--- config.mk ---
export PLATFORM = sky130hd
export DESIGN_NAME = pllcalc_top
export DESIGN_NICKNAME = d
export VERILOG_FILES = /design/src/rtl/pllcalc_pkg.sv /design/src/rtl/pllcalc_restoring_div.sv /design/src/rtl/pllcalc_window_search.sv /design/src/rtl/pllcalc_od_split.sv /design/src/rtl/pllcalc_top.sv
export SDC_FILE = /design/constraint.sdc
export NUM_CORES = 1
export LEC_CHECK = 0
export BUFFER_PORTS_ARGS = -buffer_cell sky130_fd_sc_hd__buf_2
export CORE_MARGIN = 4
export CORE_UTILIZATION = 60
export DETAILED_ROUTE_END_ITERATION = 8
export PLACE_DENSITY = 0.82
export SLEW_MARGIN = 10
export SYNTH_ARGS = -nofsm -noshare
export SYNTH_HDL_FRONTEND = slang
export SYNTH_SLANG_ARGS = --single-unit
export TNS_END_PERCENT = 30
--- constraint.sdc ---
create_clock -name clk -period 18.4 [get_ports clk]
set_clock_uncertainty 0.15 [all_clocks]
set_input_delay 2.76 -clock clk [delete_from_list [all_inputs] [get_ports clk]]
set_output_delay 2.76 -clock clk [all_outputs]
set_load 0.02 [all_outputs]
--- src/rtl/pllcalc_pkg.sv ---
package pllcalc_pkg;

  typedef enum logic [1:0] {
    ST_IDLE   = 2'd0,
    ST_SEARCH = 2'd1,
    ST_QUO    = 2'd2,
    ST_FRAC   = 2'd3
  } calc_st_e;

  // Map a power-of-two stage ratio onto its 2-bit selector.
  function automatic logic [1:0] stage_code(input logic [7:0] ratio);
    logic [1:0] c;
    case (ratio)
      8'd1:    c = 2'd0;
      8'd2:    c = 2'd1;
      8'd4:    c = 2'd2;
      8'd8:    c = 2'd3;
      default: c = 2'd0;
    endcase
    return c;
  endfunction

endpackage

--- src/rtl/pllcalc_restoring_div.sv ---
module pllcalc_restoring_div #(
  parameter int DVD_W = 32,
  parameter int DSR_W = 15
) (
  input  logic             clk,
  input  logic             rst_n,
  input  logic             go,
  input  logic [DVD_W-1:0] dividend,
  input  logic [DSR_W-1:0] divisor,
  output logic             fin,
  output logic [DVD_W-1:0] quot,
  output logic [DSR_W-1:0] rem
);
  localparam int CNT_W = $clog2(DVD_W + 1);
  localparam logic [CNT_W-1:0] LAST = CNT_W'(DVD_W - 1);

  logic             run_q, run_d;
  logic [CNT_W-1:0] cnt_q, cnt_d;
  logic [DVD_W-1:0] dvd_q, dvd_d;
  logic [DSR_W-1:0] rem_q, rem_d;
  logic [DSR_W-1:0] dsr_q, dsr_d;
  logic             fin_q, fin_d;

  logic [DSR_W:0] trial;
  logic [DSR_W:0] diff;
  logic           fits;

  always_comb begin
    trial = {rem_q, dvd_q[DVD_W-1]};
    diff  = trial - {1'b0, dsr_q};
    fits  = (trial >= {1'b0, dsr_q});
  end

  always_comb begin
    run_d = run_q;
    cnt_d = cnt_q;
    dvd_d = dvd_q;
    rem_d = rem_q;
    dsr_d = dsr_q;
    fin_d = 1'b0;
    if (go) begin
      run_d = 1'b1;
      cnt_d = '0;
      dvd_d = dividend;
      rem_d = '0;
      dsr_d = divisor;
    end else if (run_q) begin
      rem_d = fits ? diff[DSR_W-1:0] : trial[DSR_W-1:0];
      dvd_d = {dvd_q[DVD_W-2:0], fits};
      cnt_d = cnt_q + 1'b1;
      if (cnt_q == LAST) begin
        run_d = 1'b0;
        fin_d = 1'b1;
      end
    end
  end

  always_ff @(posedge clk or negedge rst_n) begin
    if (!rst_n) begin
      run_q <= 1'b0;
      cnt_q <= '0;
      dvd_q <= '0;
      rem_q <= '0;
      dsr_q <= '0;
      fin_q <= 1'b0;
    end else begin
      run_q <= run_d;
      cnt_q <= cnt_d;
      dvd_q <= dvd_d;
      rem_q <= rem_d;
      dsr_q <= dsr_d;
      fin_q <= fin_d;
    end
  end

  assign fin  = fin_q;
  assign quot = dvd_q;
  assign rem  = rem_q;

  // the partial remainder never reaches the divisor once finished
  p_rem_below_divisor_r6: assert property (@(posedge clk) disable iff (!rst_n)
    fin_q |-> (rem_q < dsr_q));

  // a completion strobe never overlaps a running division
  p_fin_idle_r11: assert property (@(posedge clk) disable iff (!rst_n)
    fin_q |-> !run_q);

endmodule

--- src/rtl/pllcalc_window_search.sv ---
module pllcalc_window_search #(
  parameter int FREQ_W = 24,
  parameter int DIV_W  = 7
) (
  input  logic                      clk,
  input  logic                      rst_n,
  input  logic                      go,
  input  logic [FREQ_W-1:0]         freq,
  input  logic [FREQ_W-1:0]         wlo,
  input  logic [FREQ_W-1:0]         whi,
  input  logic [DIV_W-1:0]          dlim,
  output logic                      hit,
  output logic                      miss,
  output logic [FREQ_W+DIV_W-1:0]   vco,
  output logic [DIV_W-1:0]          div
);
  localparam int VCO_W = FREQ_W + DIV_W;

  logic              active_q, active_d;
  logic [VCO_W-1:0]  vco_q, vco_d;
  logic [DIV_W-1:0]  div_q, div_d;
  logic [FREQ_W-1:0] wlo_q, wlo_d;
  logic [FREQ_W-1:0] whi_q, whi_d;
  logic [DIV_W-1:0]  dlim_q, dlim_d;
  logic              hit_q, hit_d;
  logic              miss_q, miss_d;

  logic           in_win;
  logic [DIV_W:0] dbl;
  logic           over_lim;

  always_comb begin
    in_win   = (vco_q >= VCO_W'(wlo_q)) && (vco_q < VCO_W'(whi_q));
    dbl      = {div_q, 1'b0};
    over_lim = (dbl > {1'b0, dlim_q});
  end

  always_comb begin
    active_d = active_q;
    vco_d    = vco_q;
    div_d    = div_q;
    wlo_d    = wlo_q;
    whi_d    = whi_q;
    dlim_d   = dlim_q;
    hit_d    = 1'b0;
    miss_d   = 1'b0;
    if (go) begin
      active_d = 1'b1;
      vco_d    = VCO_W'(freq);
      div_d    = DIV_W'(1);
      wlo_d    = wlo;
      whi_d    = whi;
      dlim_d   = dlim;
    end else if (active_q) begin
      if (in_win) begin
        active_d = 1'b0;
        hit_d    = 1'b1;
      end else if (over_lim) begin
        active_d = 1'b0;
        miss_d   = 1'b1;
      end else begin
        vco_d = {vco_q[VCO_W-2:0], 1'b0};
        div_d = dbl[DIV_W-1:0];
      end
    end
  end

  always_ff @(posedge clk or negedge rst_n) begin
    if (!rst_n) begin
      active_q <= 1'b0;
      vco_q    <= '0;
      div_q    <= '0;
      wlo_q    <= '0;
      whi_q    <= '0;
      dlim_q   <= '0;
      hit_q    <= 1'b0;
      miss_q   <= 1'b0;
    end else begin
      active_q <= active_d;
      vco_q    <= vco_d;
      div_q    <= div_d;
      wlo_q    <= wlo_d;
      whi_q    <= whi_d;
      dlim_q   <= dlim_d;
      hit_q    <= hit_d;
      miss_q   <= miss_d;
    end
  end

  assign hit  = hit_q;
  assign miss = miss_q;
  assign vco  = vco_q;
  assign div  = div_q;

  // a found divider respects the captured limit
  p_div_within_limit_r2: assert property (@(posedge clk) disable iff (!rst_n)
    hit_q |-> (div_q <= dlim_q) && (div_q != '0));

  // the captured request stays frozen for the whole search
  p_request_frozen_r9: assert property (@(posedge clk) disable iff (!rst_n)
    active_q |=> $stable(wlo_q) && $stable(whi_q) && $stable(dlim_q));

endmodule

--- src/rtl/pllcalc_od_split.sv ---
module pllcalc_od_split #(
  parameter int DIV_W = 7
) (
  input  logic [DIV_W-1:0] div,
  output logic [1:0]       code1,
  output logic [1:0]       code2
);
  import pllcalc_pkg::*;

  localparam logic [DIV_W-1:0] SPLIT = DIV_W'(8);

  logic [DIV_W-1:0] stage1;
  logic [DIV_W-1:0] stage2;

  always_comb begin
    if (div > SPLIT) begin
      stage1 = SPLIT;
      stage2 = div >> 3;
    end else begin
      stage1 = div;
      stage2 = DIV_W'(1);
    end
    code1 = stage_code(8'(stage1));
    code2 = stage_code(8'(stage2));
  end

endmodule

--- src/rtl/pllcalc_top.sv ---
module pllcalc_top #(
  parameter int FREQ_W  = 24,
  parameter int DIV_W   = 7,
  parameter int REF_KHZ = 24000,
  parameter int FRAC_W  = 17
) (
  input  logic                          clk,
  input  logic                          rst_n,
  input  logic                          start,
  input  logic [FREQ_W-1:0]             req_khz,
  input  logic [FREQ_W-1:0]             win_lo_khz,
  input  logic [FREQ_W-1:0]             win_hi_khz,
  input  logic [DIV_W-1:0]              div_limit,
  output logic                          done,
  output logic                          err,
  output logic [FREQ_W-1:0]             vco_khz,
  output logic [DIV_W-1:0]              post_div,
  output logic [1:0]                    od1_code,
  output logic [1:0]                    od2_code,
  output logic [FREQ_W-$clog2(REF_KHZ+1):0] mult_int,
  output logic [FRAC_W-1:0]             frac_word,
  output logic                          frac_en
);
  import pllcalc_pkg::*;

  localparam int REF_W = $clog2(REF_KHZ + 1);
  localparam int INT_W = FREQ_W - REF_W + 1;
  localparam int VCO_W = FREQ_W + DIV_W;
  localparam int NUM_W = REF_W + FRAC_W;
  localparam int DVD_W = (VCO_W > NUM_W) ? VCO_W : NUM_W;

  // reset: asynchronous assertion, synchronous release
  logic rst_meta_q, rst_sync_q;
  always_ff @(posedge clk or negedge rst_n) begin
    if (!rst_n) begin
      rst_meta_q <= 1'b0;
      rst_sync_q <= 1'b0;
    end else begin
      rst_meta_q <= 1'b1;
      rst_sync_q <= rst_meta_q;
    end
  end
  logic arst_n;
  assign arst_n = rst_sync_q;

  // submodule wiring
  logic             srch_go, srch_hit, srch_miss;
  logic [VCO_W-1:0] srch_vco;
  logic [DIV_W-1:0] srch_div;
  logic             dv_go, dv_fin;
  logic [DVD_W-1:0] dv_dvd, dv_quot;
  logic [REF_W-1:0] dv_rem;
  logic [1:0]       split_c1, split_c2;

  // controller state and staging
  calc_st_e          st_q, st_d;
  logic              done_q, done_d;
  logic              err_q, err_d;
  logic              cap_srch, cap_int, commit;
  logic [FREQ_W-1:0] vco_s_q;
  logic [DIV_W-1:0]  div_s_q;
  logic [INT_W-1:0]  int_s_q;

  // committed results
  logic [FREQ_W-1:0] vco_o_q;
  logic [DIV_W-1:0]  div_o_q;
  logic [1:0]        od1_o_q, od2_o_q;
  logic [INT_W-1:0]  int_o_q;
  logic [FRAC_W-1:0] frac_o_q;
  logic              fen_o_q;

  pllcalc_window_search #(
    .FREQ_W (FREQ_W),
    .DIV_W  (DIV_W)
  ) u_search (
    .clk   (clk),
    .rst_n (arst_n),
    .go    (srch_go),
    .freq  (req_khz),
    .wlo   (win_lo_khz),
    .whi   (win_hi_khz),
    .dlim  (div_limit),
    .hit   (srch_hit),
    .miss  (srch_miss),
    .vco   (srch_vco),
    .div   (srch_div)
  );

  pllcalc_restoring_div #(
    .DVD_W (DVD_W),
    .DSR_W (REF_W)
  ) u_div (
    .clk      (clk),
    .rst_n    (arst_n),
    .go       (dv_go),
    .dividend (dv_dvd),
    .divisor  (REF_W'(REF_KHZ)),
    .fin      (dv_fin),
    .quot     (dv_quot),
    .rem      (dv_rem)
  );

  pllcalc_od_split #(
    .DIV_W (DIV_W)
  ) u_split (
    .div   (div_s_q),
    .code1 (split_c1),
    .code2 (split_c2)
  );

  // next-state logic
  always_comb begin
    st_d     = st_q;
    done_d   = 1'b0;
    err_d    = 1'b0;
    srch_go  = 1'b0;
    dv_go    = 1'b0;
    dv_dvd   = '0;
    cap_srch = 1'b0;
    cap_int  = 1'b0;
    commit   = 1'b0;
    case (st_q)
      ST_IDLE: begin
        if (start) begin
          if (req_khz > win_hi_khz) begin
            err_d = 1'b1;
          end else begin
            srch_go = 1'b1;
            st_d    = ST_SEARCH;
          end
        end
      end
      ST_SEARCH: begin
        if (srch_hit) begin
          cap_srch = 1'b1;
          dv_go    = 1'b1;
          dv_dvd   = DVD_W'(srch_vco);
          st_d     = ST_QUO;
        end else if (srch_miss) begin
          err_d = 1'b1;
          st_d  = ST_IDLE;
        end
      end
      ST_QUO: begin
        if (dv_fin) begin
          cap_int = 1'b1;
          dv_go   = 1'b1;
          dv_dvd  = DVD_W'({dv_rem, {FRAC_W{1'b0}}});
          st_d    = ST_FRAC;
        end
      end
      ST_FRAC: begin
        if (dv_fin) begin
          commit = 1'b1;
          done_d = 1'b1;
          st_d   = ST_IDLE;
        end
      end
      default: st_d = ST_IDLE;
    endcase
  end

  // state and pulses
  always_ff @(posedge clk or negedge arst_n) begin
    if (!arst_n) begin
      st_q   <= ST_IDLE;
      done_q <= 1'b0;
      err_q  <= 1'b0;
    end else begin
      st_q   <= st_d;
      done_q <= done_d;
      err_q  <= err_d;
    end
  end

  // staging registers, each with its own enable
  always_ff @(posedge clk or negedge arst_n) begin
    if (!arst_n) begin
      vco_s_q <= '0;
      div_s_q <= '0;
      int_s_q <= '0;
    end else begin
      if (cap_srch) begin
        vco_s_q <= srch_vco[FREQ_W-1:0];
        div_s_q <= srch_div;
      end
      if (cap_int) begin
        int_s_q <= dv_quot[INT_W-1:0];
      end
    end
  end

  // committed outputs: touched only by a successful run
  always_ff @(posedge clk or negedge arst_n) begin
    if (!arst_n) begin
      vco_o_q  <= '0;
      div_o_q  <= '0;
      od1_o_q  <= '0;
      od2_o_q  <= '0;
      int_o_q  <= '0;
      frac_o_q <= '0;
      fen_o_q  <= 1'b0;
    end else if (commit) begin
      vco_o_q  <= vco_s_q;
      div_o_q  <= div_s_q;
      od1_o_q  <= split_c1;
      od2_o_q  <= split_c2;
      int_o_q  <= int_s_q;
      frac_o_q <= dv_quot[FRAC_W-1:0];
      fen_o_q  <= |dv_quot;
    end
  end

  assign done      = done_q;
  assign err       = err_q;
  assign vco_khz   = vco_o_q;
  assign post_div  = div_o_q;
  assign od1_code  = od1_o_q;
  assign od2_code  = od2_o_q;
  assign mult_int  = int_o_q;
  assign frac_word = frac_o_q;
  assign frac_en   = fen_o_q;

  // success and rejection never coincide
  p_one_outcome_r11: assert property (@(posedge clk) disable iff (!arst_n)
    $onehot0({done_q, err_q}));

  // a done strobe lasts one cycle
  p_done_pulse_r11: assert property (@(posedge clk) disable iff (!arst_n)
    done_q |=> !done_q);

  // the two stage codes multiply back to the chosen divider
  p_codes_match_div_r5: assert property (@(posedge clk) disable iff (!arst_n)
    done_q |-> (div_o_q == (DIV_W'(1) << (3'(od1_o_q) + 3'(od2_o_q)))));

  // fraction flag agrees with the fraction word
  p_frac_flag_r7: assert property (@(posedge clk) disable iff (!arst_n)
    done_q |-> (fen_o_q == (frac_o_q != '0)));

  // a rejection leaves the committed results alone
  p_hold_on_err_r8: assert property (@(posedge clk) disable iff (!arst_n)
    err_q |-> $stable(vco_o_q) && $stable(div_o_q) && $stable(frac_o_q));

endmodule

==> parameters.txt, run 1 <==
Parameter                              Value

Yosys
  Register area share after synthesis    51.1%
  Synth Area in Simple Gates    13.0%
  Register bit count reported by yosys    262
  Area share of xor/xnor cells in the synthesized design    0.820%
  Count of flip-flops with a built-in enable after synthesis    0
  Share of the synthesized area in compound gates (AO/OA/AOI/OAI)    11.3%
  Synth Area per Inst    10.0 µm²
  Post-synthesis cell type count    57
  Synth Cell Area    0.0128 mm²
  Syn Nets    1453
  Synth Instances    1281
  Dominant combinational cell family by area after synthesis    simple AND/OR/NAND/NOR gates
  Dominant synthesized flop cell    dfrtp_1
  Mux contribution to synthesized area    10.1%
  Asr flop ratio synth    100%
  Yosys synthesis warning count    0
  Adder-cell share of the synthesized area    8.84%

Clock tree
  TritonCTS clock tree    yes
  Number of buffers added by the clock tree synthesis step    28
  Cts-stage hold buffer count    0
  Clock edge transition at the registers on the reported setup and hold paths    60 ps
  Sinks on the clock net    262
  Post-CTS setup-driven buffer insertion count    0
  Clock latency on the worst-skew pair    540 ps
  Clock tree root driver cell    clkbuf_16
  PostCTS Resize Cnt    0
  H-tree depth    1
  Clock tree buffer depth    3

Placed design
  Dpl hpwl    21200 µm
  Port buffer count    146
  Pre-CTS worst setup slack    12280 ps
  RePlAce Congestion    0.895

Critical path
  Sort of element at the end of the critical path    flip-flop
  Worst flop-to-flop path startpoint    u_search.vco[2]$_DFFE_PN0P_
  Destination of the worst register-to-register timing path    u_search.vco[24]$_DFFE_PN0P_
  CP required    18630 ps
  Reg2reg setup slack    14780 ps
  Worst R2R Path Depth    10
  Category of the critical setup timing path    in -> reg
  Biggest fanout along the worst timing path    53
  Critical Path Start Type    input pin
  Critical path data arrival time    5960 ps
  Critical path launch point    win_hi_khz[21]

Global routing
  Congestion Overflow GR    0
  Antenna violations before repair    1
  Global routing met1 resource utilization    36.3%
  Met2 track utilization from global routing    41.6%
  Total global routing track utilization    25.5%
  Maximum number of pins on one net before global-route repair    81
  Via count of the first global-routing pass    10000
  Wire length of the first global-routing pass    50200 µm
  Global routing's busiest layer    met2
  Met3 capacity usage during global routing    3.67%

Pwr
  LEAKAGE    7.45 nW
  Net Sw Power    0.782 mW
  Clock Power Share    26.4%
  Share of total power in combinational logic    33.4%
  Int Power    1.38 mW
  Switching part of the total power    36.1%
  Largest vdd supply drop    90.2 µV
  Pwr Density    148 mW/mm²
  Seq pwr share    40.2%
  Tot Pwr    2.16 mW

Drt
  Total via count after detailed routing    9828
  Via-per-instance ratio    5.76
  Detailed Route WL    30200 µm
  Residual DRC    0
  First-pass iteration count of the detailed router    5
  DRC marker count from the first detailed-route iteration    700
  Average detailed-routed wire length per instance    17.7 µm
  Antenna-violating nets left    0

Timing
  Number of endpoints with negative hold slack in the final report    0
  RSZ-0062 raised after global routing    no
  Fin crit period    5730 ps
  Highest clock frequency the design can meet    175 MHz
  Final period utilization    31.1%
  Total Neg Setup Slack    0 ps
  Worst Max-Slew Pin Slew    1060 ps
  Hold WS    126 ps
  Final count of negative-setup-slack endpoints    0
  Max-slew violations    0
  Final WS setup    12670 ps
  Worst slew margin    29.1%

Run status
  Result of the run    completed

Floorplanning
  Placeable Area    0.0210 mm²
  Rows    53
  Initial standard-cell utilization of the core    61.0%
  Die Y    154 µm
  Top-Level Pins    147
  Width of the chip    154 µm
  Total die area    0.0238 mm²

Layout
  Fill count    1552
  Layout-stage area growth over the synthesis result    14.3%
  Number of diodes    0
  Fraction of final layout cells sized beyond drive strength 1    19.4%
  Commonest cells after routing, fill and taps aside    dfrtp_1 (261), nand2_1 (246), buf_2 (146), o21ai_0 (114)
  Final net count    1582
  Commonest non-fill, non-tap cell in the layout    dfrtp_1

Min path
  Worst Hold Class    reg -> async

Job
  Max capacitance violation total    0
[critical path, cell delays in order]
cell and delay [ps]:
buf_2 90, inv_1 40, ha_1 280, nand4_1 200, nor4_1 480, nand4_1 180
or2_0 260, o31ai_1 180, nand3_2 930, nor2_1 450, a21oi_1 70
[synthesized netlist by cell type (3+ instances only)]
cell type	number	area, µm²
nor2b_1	5	31.3
nor3_1	4	20.0
o41ai_1	3	26.3
xor2_1	3	26.3
xnor2_1	9	78.8
mux2i_1	62	621
buf_2	10	50.1
a31oi_1	4	25.0
a21oi_1	78	390
o21ai_0	114	571
clkbuf_1	34	128
buf_6	3	33.8
a22o_1	12	105
nand2_1	247	927
a211o_1	3	26.3
buf_1	9	33.8
nand4_1	19	119
inv_1	89	334
ha_1	89	1110
a211oi_1	5	37.5
a21o_1	12	90.1
mux2_2	60	676
dfrtp_1	262	6560
nand2b_1	4	25.0
nor2_1	78	293
nor4_1	15	93.8
nand3_1	5	25.0
[logic make-up after synthesis]
group / count (synthesis)
XOR/XNOR: 12
AND/OR/NAND/NOR: 395
other: 1
buffers and inverters: 148
flip-flops: 262
AO/OA/AOI/OAI: 251
multiplexers: 122
adder cells (fa/ha/maj): 90
[final cells by class]
class                           instances  area, µm²  share of cell area, %
Sequential cell                       262       6560                   44.7
Multi-Input combinational cell        871       5660                   38.6
Clock buffer                           37        826                   5.63
Timing Repair Buffer                  157        813                   5.55
Tap cell                              275        344                   2.35
Inverter                               90        338                   2.30
Clock inverter                         13        125                  0.853
[power by group through the flow]
stage	sequential (mW)	combinational [mW]	clock [mW]
floorplan	0.830	0.581	0
finish	0.871	0.723	0.571
global placement	0.869	0.674	0
detailed placement	0.874	0.714	0
global route	0.888	0.822	0.604
CTS	0.867	0.723	0.577
[state kept, by name, indices dropped and copies added, names as in the netlist, 10 cells and up, named ones only]
signal	flops
frac_word	17
int_s_q	10
mult_int	10
u_div.quot	32
u_div.rem	15
u_search.vco	31
u_search.whi_q	24
u_search.wlo_q	24
vco_khz	24
vco_s_q	24
[metrics by stage]
stage          instances  util [%]  instance area [µm²]
2_1_floorplan       1281         -                12800
3_3_place_gp        1655      65.2                13700
3_5_place_dp        1655      65.2                13700
4_1_cts             1705      69.7                14700
5_1_grt             1705      69.7                14700
6_report            1705      69.7                14700
[metal layers]
metal  part of all wire, %  vias to the layer above
li1                      -                     4622
met1                    43                     4820
met2                    48                      330
met3                   6.8                       54
met4                   2.3                        2
met5                 0.023                        -
[worst max-delay path by stage]
stage                     cells after the start  slack, ps                             end
after floorplan                               0      10410      asynchronous set/reset pin
after global placement                       11      12300    u_search.vco[14]$_DFFE_PN0P_
after detailed placement                     11      12280  u_search.wlo_q[11]$_DFFE_PN0P_
after CTS                                    11      12740  u_search.wlo_q[11]$_DFFE_PN0P_
after global routing                         11      12430    u_search.vco[14]$_DFFE_PN0P_
final                                        11      12670    u_search.vco[11]$_DFFE_PN0P_
(Power assumes the default switching activity.)
==> run 2: changes to the inputs <==
--- a/config.mk
+++ b/config.mk
@@ -7,9 +7,9 @@
 export LEC_CHECK = 0
 export BUFFER_PORTS_ARGS = -buffer_cell sky130_fd_sc_hd__buf_2
 export CORE_MARGIN = 4
-export CORE_UTILIZATION = 60
+export CORE_UTILIZATION = 59
 export DETAILED_ROUTE_END_ITERATION = 8
-export PLACE_DENSITY = 0.82
+export PLACE_DENSITY = 0.8
 export SLEW_MARGIN = 10
 export SYNTH_ARGS = -nofsm -noshare
 export SYNTH_HDL_FRONTEND = slang
==> constraint.sdc (replaced) <==
create_clock -name clk -period 5.8 [get_ports clk]
set_clock_uncertainty 0.15 [all_clocks]
set_input_delay 0.87 -clock clk [delete_from_list [all_inputs] [get_ports clk]]
set_output_delay 0.87 -clock clk [all_outputs]
set_load 0.02 [all_outputs]
==> run 2 against run 1 <==
Worst setup slack worse by 11000 ps. Largest cell class unchanged. Critical path depth decreased by 1. Clock power grew to 3.4 times the previous value. First-iteration DRC count rose by 20%. Worst hold slack improved by 82 ps. Sequential power grew to 3.2 times the previous value. Critical endpoint is now u_search.vco[10]$_DFFE_PN0P_. Cell count up 0.12%.
==> parameters.txt, run 2 (same netlist as run 1, synthesis figures left out) <==
Parameter                              Value

Pwr
  Switching part of the total power    36.0% (-0.11 points)
  LEAKAGE    7.47 nW (+0.25%)
  Int Power    4.49 mW (+220%)
  Net Sw Power    2.53 mW (+220%)
  Seq pwr share    39.5% (-0.7 points)
  Pwr Density    476 mW/mm² (+220%)
  Tot Pwr    7.02 mW (+220%)
  Largest vdd supply drop    324 µV (+260%)
  Share of total power in combinational logic    33.1% (-0.3 points)
  Clock Power Share    27.3% (+0.9 points)

Global routing
  Global routing met1 resource utilization    36.4% (+0.10 points)
  Total global routing track utilization    25.8% (+0.30 points)
  Maximum number of pins on one net before global-route repair    123 (+52%)
  Global routing's busiest layer    met2
  Met3 capacity usage during global routing    3.67% (+0.0064 points)
  Antenna violations before repair    1 (unchanged)
  Met2 track utilization from global routing    41.3% (-0.26 points)
  Congestion Overflow GR    0 (unchanged)
  Wire length of the first global-routing pass    50900 µm (+1.5%)
  Via count of the first global-routing pass    10100 (+0.80%)

Timing
  Max-slew violations    0 (unchanged)
  Worst Max-Slew Pin Slew    1090 ps (+23.3 ps)
  Worst slew margin    27.7% (-1.5 points)
  Fin crit period    3930 ps
  Number of endpoints with negative hold slack in the final report    0 (unchanged)
  Final WS setup    1870 ps (-10800 ps)
  Total Neg Setup Slack    0 ps (unchanged)
  Final count of negative-setup-slack endpoints    0 (unchanged)
  Highest clock frequency the design can meet    255 MHz
  RSZ-0062 raised after global routing    no
  Final period utilization    67.7%

Run status
  Result of the run    completed

Critical path
  Ordered list of cells on the worst path    ha_1 -> and3_1 -> a221o_1 -> a31oi_1 -> o41ai_1 -> a211o_1 -> o21ba_2 -> buf_4 -> mux2i_1 -> a21oi_1
  Reg2reg setup slack    1870 ps (-12910 ps)
  Worst flop-to-flop path startpoint    u_search.vco[5]$_DFFE_PN0P_
  Biggest fanout along the worst timing path    24 (-55%)
  CP required    6010 ps (-12620 ps)
  Critical-path cell with the highest stage delay    o21ba_2
  Critical Path Start Type    flip-flop
  Sort of element at the end of the critical path    flip-flop
  Largest stage delay on the critical path    700 ps (-230 ps)
  Worst R2R Path Depth    10 (unchanged)
  Crit-path leading delay family    compound AO/OA/AOI/OAI gates
  Count of buffer and inverter cells on the critical path    1 (-1)
  Destination of the worst register-to-register timing path    u_search.vco[10]$_DFFE_PN0P_
  Critical path data arrival time    4140 ps (-1820 ps)
  Category of the critical setup timing path    reg -> reg

Floorplanning
  Die Y    155 µm (+0.80%)
  Placeable Area    0.0212 mm² (+0.95%)
  Rows    53 (unchanged)
  Total die area    0.0242 mm² (+1.6%)
  Width of the chip    155 µm (+0.80%)
  Top-Level Pins    147 (unchanged)
  Initial standard-cell utilization of the core    60.4% (-0.57 points)

Min path
  Hold path startpoint    rst_meta_q$_DFF_PN0_
  Worst hold path depth    0
  Endpoint of the worst hold-timing path    arst_n$_DFF_PN0_
  Worst Hold Class    reg -> reg

Placed design
  Pre-CTS worst setup slack    1440 ps (-10840 ps)
  Placed insts    1653 (-0.12%)
  Dpl hpwl    21000 µm (-0.82%)
  RePlAce Congestion    0.876 (-2.1%)
  Port buffer count    146 (unchanged)

Clock tree
  H-tree depth    1 (unchanged)
  Clock tree buffer depth    3 (unchanged)
  TritonCTS clock tree    yes
  Clock edge transition at the registers on the reported setup and hold paths    60 ps (about the same)
  PostCTS Resize Cnt    0 (unchanged)
  Clock tree root driver cell    clkbuf_16
  Number of buffers added by the clock tree synthesis step    28 (unchanged)
  Cts-stage hold buffer count    1 (+1)
  Sinks on the clock net    262 (unchanged)
  Clock latency on the worst-skew pair    540 ps (about the same)
  Post-CTS setup-driven buffer insertion count    0 (unchanged)

Layout
  Layout-stage area growth over the synthesis result    14.9%
  Commonest cells after routing, fill and taps aside    dfrtp_1 (261), nand2_1 (245), buf_2 (146), o21ai_0 (114)
  Fill count    1580 (+1.8%)
  Final net count    1581 (-0.063%)
  Commonest non-fill, non-tap cell in the layout    dfrtp_1
  Max FFs per register    32 (unchanged)
  Final core utilization    69.5% (-0.28 points)
  Fraction of final layout cells sized beyond drive strength 1    19.3% (-0.083 points)
  Number of cells in the finished layout apart from fillers    1707 (+0.12%)

Drt
  Antenna-violating nets left    0 (unchanged)
  Detailed Route WL    31000 µm (+2.9%)
  Average detailed-routed wire length per instance    18.2 µm (+2.7%)
  First-pass iteration count of the detailed router    5 (unchanged)
  Total via count after detailed routing    9816 (-0.12%)
  Residual DRC    0 (unchanged)
  Via-per-instance ratio    5.75 (-0.24%)
  DRC marker count from the first detailed-route iteration    843 (+20%)

Job
  Max capacitance violation total    0 (unchanged)
==> run 2: cell count changes in the layout (fill, tap and decap cells not counted), sizes merged <==
cell,delta
clkinvlp,+2
bufinv,+2
diode,+1
clkinv,-4
clkbuf,+2
dlygate4sd3,+1
buf,-2
==> run 2: worst register-to-register path: cells and delay by family, from the launching register on <==
kind                       cells  cell delay (ps)
DFF                            1              490
AOI/OAI and AO/OA              6             1900
adders and majority gates      1              350
and+or+nand+nor                1              180
muxes                          1              260
buffers and inverters          1              430
==> run 2: power by group through the flow <==
| stage | Sequential, mW | Combinational [mW] | Clock [mW] |
|---|---|---|---|
| after detailed placement | 2.78 | 2.26 | 0 |
| after floorplan | 2.63 | 1.84 | 0 |
| after global routing | 2.83 | 2.63 | 2.02 |
| after CTS | 2.76 | 2.32 | 1.94 |
| after global placement | 2.76 | 2.13 | 0 |
| final | 2.78 | 2.33 | 1.92 |
==> run 2: worst max path at each step <==
| stage | start | endpoint | slack [ps] | cells past startpoint |
|---|---|---|---|---|
| after global placement | win_hi_khz[23] | u_search.vco[15]$_DFFE_PN0P_ | 1560 | 11 |
| final | u_search.vco[5]$_DFFE_PN0P_ | u_search.vco[10]$_DFFE_PN0P_ | 1870 | 10 |
| after global routing | win_hi_khz[22] | u_search.wlo_q[21]$_DFFE_PN0P_ | 1580 | 11 |
| after detailed placement | win_hi_khz[22] | u_search.wlo_q[22]$_DFFE_PN0P_ | 1440 | 11 |
| after CTS | u_search.vco[2]$_DFFE_PN0P_ | u_search.vco[10]$_DFFE_PN0P_ | 1860 | 10 |
| after floorplan | arst_n$_DFF_PN0_ | asynchronous set/reset pin | 1350 | 0 |
==> run 2: final cells by class <==
cell class / count / area [µm²] / share of cell area (%)
sequential: 262 / 6560 / 44.5
multi-input combinational: 871 / 5660 / 38.4
clock buffer: 39 / 833 / 5.65
timing repair buffer: 156 / 821 / 5.57
tap: 275 / 344 / 2.33
inverter: 90 / 338 / 2.29
clock inverter: 13 / 184 / 1.25
antenna: 1 / 2.50 / 0.0170
==> run 2: through the flow <==
step	instance area (µm²)	hold WS [ps]
6_report	14700	208
5_1_grt	14700	226
4_1_cts	14700	213
3_5_place_dp	13700	190
3_3_place_gp	13700	186
2_1_floorplan	12800	181
==> run 2: per-layer routing <==
layer	share of wire, %	vias up
li1	-	4621
met1	44	4840
met2	47	291
met3	6.1	64
met4	3.0	0
met5	0	-
==> run 3: changes to the inputs <==
==> constraint.sdc (replaced) <==
create_clock -name clk -period 4.11 [get_ports clk]
set_clock_uncertainty 0.15 [all_clocks]
set_input_delay 0.6165 -clock clk [delete_from_list [all_inputs] [get_ports clk]]
set_output_delay 0.6165 -clock clk [all_outputs]
set_load 0.02 [all_outputs]
==> run 3 against run 2 <==
Utilization grew 0.077 points. Wire length down 0.58%. Non-clock buffer count increased by 9. Clock power grew 29%. Largest power group unchanged.
==> parameters.txt, run 3 (same netlist as run 1, synthesis figures left out) <==
Parameter                              Value

Layout
  Final instance area    0.0148 mm² (+0.11%)
  Fraction of final layout cells sized beyond drive strength 1    19.1% (-0.15 points)
  Number of diodes    0 (-1)
  Layout-stage area growth over the synthesis result    15.1%
  Commonest cells after routing, fill and taps aside    dfrtp_1 (261), nand2_1 (246), buf_2 (146), o21ai_0 (114)
  Commonest non-fill, non-tap cell in the layout    dfrtp_1
  Final net count    1590 (+0.57%)
  Max FFs per register    32 (unchanged)

Floorplanning
  Rows    53 (unchanged)
  Initial standard-cell utilization of the core    60.4% (unchanged)
  Top-Level Pins    147 (unchanged)
  Placeable Area    0.0212 mm² (unchanged)
  Die Y    155 µm (unchanged)
  Width of the chip    155 µm (unchanged)
  Total die area    0.0242 mm² (unchanged)

Clock tree
  Number of buffers added by the clock tree synthesis step    28 (unchanged)
  H-tree depth    1 (unchanged)
  Clock tree root driver cell    clkbuf_16
  TritonCTS clock tree    yes
  Clock tree buffer depth    3 (unchanged)
  Sinks on the clock net    262 (unchanged)
  Post-CTS setup-driven buffer insertion count    0 (unchanged)
  Clock edge transition at the registers on the reported setup and hold paths    60 ps (about the same)
  Clock latency on the worst-skew pair    550 ps (about the same)

Global routing
  Global routing's busiest layer    met2
  Maximum number of pins on one net before global-route repair    75 (-39%)
  Total global routing track utilization    25.7% (-0.10 points)
  Antenna violations before repair    0 (-1)
  Global routing met1 resource utilization    35.7% (-0.70 points)
  Congestion Overflow GR    0 (unchanged)
  Met3 capacity usage during global routing    3.03% (-0.64 points)
  Via count of the first global-routing pass    10000 (-0.39%)
  Wire length of the first global-routing pass    50500 µm (-0.79%)
  Met2 track utilization from global routing    42.8% (+1.5 points)

Timing
  Final count of negative-setup-slack endpoints    0 (unchanged)
  RSZ-0062 raised after global routing    no
  Highest clock frequency the design can meet    287 MHz (+13%)
  Number of endpoints with negative hold slack in the final report    0 (unchanged)
  Worst slew margin    35.6% (+8.0 points)
  Final period utilization    84.7% (+17 points)
  Max-slew violations    0 (unchanged)
  Worst Max-Slew Pin Slew    962 ps (-123 ps)
  Total Neg Setup Slack    0 ps (unchanged)
  Fin crit period    3480 ps (-446 ps)
  Hold WS    123 ps (-84.9 ps)

Drt
  Via-per-instance ratio    5.75 (about the same)
  Antenna-violating nets left    0 (unchanged)
  Average detailed-routed wire length per instance    18.0 µm (-0.87%)
  DRC marker count from the first detailed-route iteration    656 (-22%)
  First-pass iteration count of the detailed router    5 (unchanged)
  Total via count after detailed routing    9838 (+0.22%)
  Detailed Route WL    30800 µm (-0.58%)
  Residual DRC    0 (unchanged)

Placed design
  Dpl hpwl    21400 µm (+2.0%)
  Instance area after placement    0.0138 mm² (+0.93%)
  RePlAce Congestion    0.886 (+1.2%)
  Port buffer count    146 (unchanged)

Min path
  Worst Hold Class    in -> reg

Critical path
  Sort of element at the end of the critical path    flip-flop
  Count of buffer and inverter cells on the critical path    1 (unchanged)
  CP required    4370 ps (-1640 ps)
  Biggest fanout along the worst timing path    29 (+21%)
  Critical Path Start Type    flip-flop
  Category of the critical setup timing path    reg -> reg
  Largest stage delay on the critical path    620 ps (-80 ps)
  Critical-path cell with the highest stage delay    o41ai_1
  Ordered list of cells on the worst path    ha_1 -> and3_1 -> a221o_1 -> a31oi_1 -> o41ai_1 -> a211o_1 -> o21ba_2 -> buf_12 -> mux2i_1 -> a21oi_1
  Critical path data arrival time    3740 ps (-400 ps)
  Crit-path leading delay family    compound AO/OA/AOI/OAI gates

Pwr
  Largest vdd supply drop    434 µV (+34%)
  LEAKAGE    7.49 nW (+0.18%)
  Pwr Density    658 mW/mm² (+38%)

Run status
  Result of the run    completed

Job
  Max capacitance violation total    0 (unchanged)
run 3: power breakdown:
| part | internal [mW] | leakage, nW | switching (mW) |
|---|---|---|---|
| sequential | 3.27 | 3.36 | 0.669 |
| combinational | 1.43 | 3.69 | 1.86 |
| clock | 1.48 | 0.446 | 0.996 |
run 3: worst register-to-register path: stages, from the launching register on:
cell,delay (ps)
dfrtp_1,490
ha_1,350
and3_1,200
a221o_1,160
a31oi_1,60
o41ai_1,620
a211o_1,240
o21ba_2,410
buf_12,290
mux2i_1,260
a21oi_1,100
run 3: final timing paths:
path	startpoint	end	slack [ps]	depth (start not counted)
max	u_search.vco[5]$_DFFE_PN0P_	u_search.vco[19]$_DFFE_PN0P_	630	10
min	win_lo_khz[8]	u_search.wlo_q[8]$_DFFE_PN0P_	120	3
max reg2reg	u_search.vco[5]$_DFFE_PN0P_	u_search.vco[19]$_DFFE_PN0P_	630	10
min reg2reg	rst_meta_q$_DFF_PN0_	arst_n$_DFF_PN0_	210	0
max in group asynchronous	arst_n$_DFF_PN0_	u_search.vco[11]$_DFFE_PN0P_	2620	1
min in group asynchronous	rst_n	arst_n$_DFF_PN0_	250	2
run 3: layout make-up:
type | count | area [µm²]
flip-flops and latches | 262 | 6560
fillers | 1595 | 6460
multi-input cells | 871 | 5660
repair buffers | 165 | 951
clock buffers | 43 | 817
well taps | 275 | 344
inverters | 90 | 338
clock inverters | 6 | 91.3
run 3: layer usage:
layer,vias to the layer above,share of wire [%]
met5,-,0
met4,0,2.8
met3,63,6.0
met2,313,48
met1,4826,43
li1,4636,-
run 3: stage by stage:
step | worst slack [ps] | total power [mW] | instances | utilization (%)
2_1_floorplan | 1330 | 6.31 | 1281 | -
3_3_place_gp | 745 | 6.99 | 1662 | 65.2
3_5_place_dp | 647 | 7.17 | 1662 | 65.2
4_1_cts | 630 | 9.73 | 1712 | 69.5
5_1_grt | 463 | 10.4 | 1712 | 69.5
6_report | 630 | 9.71 | 1712 | 69.5
run 3: repair_timing:
action                    in CTS  in global routing
hold endpoints to repair       2                  0
hold buffers                   1                  0
resized for setup              0                  0
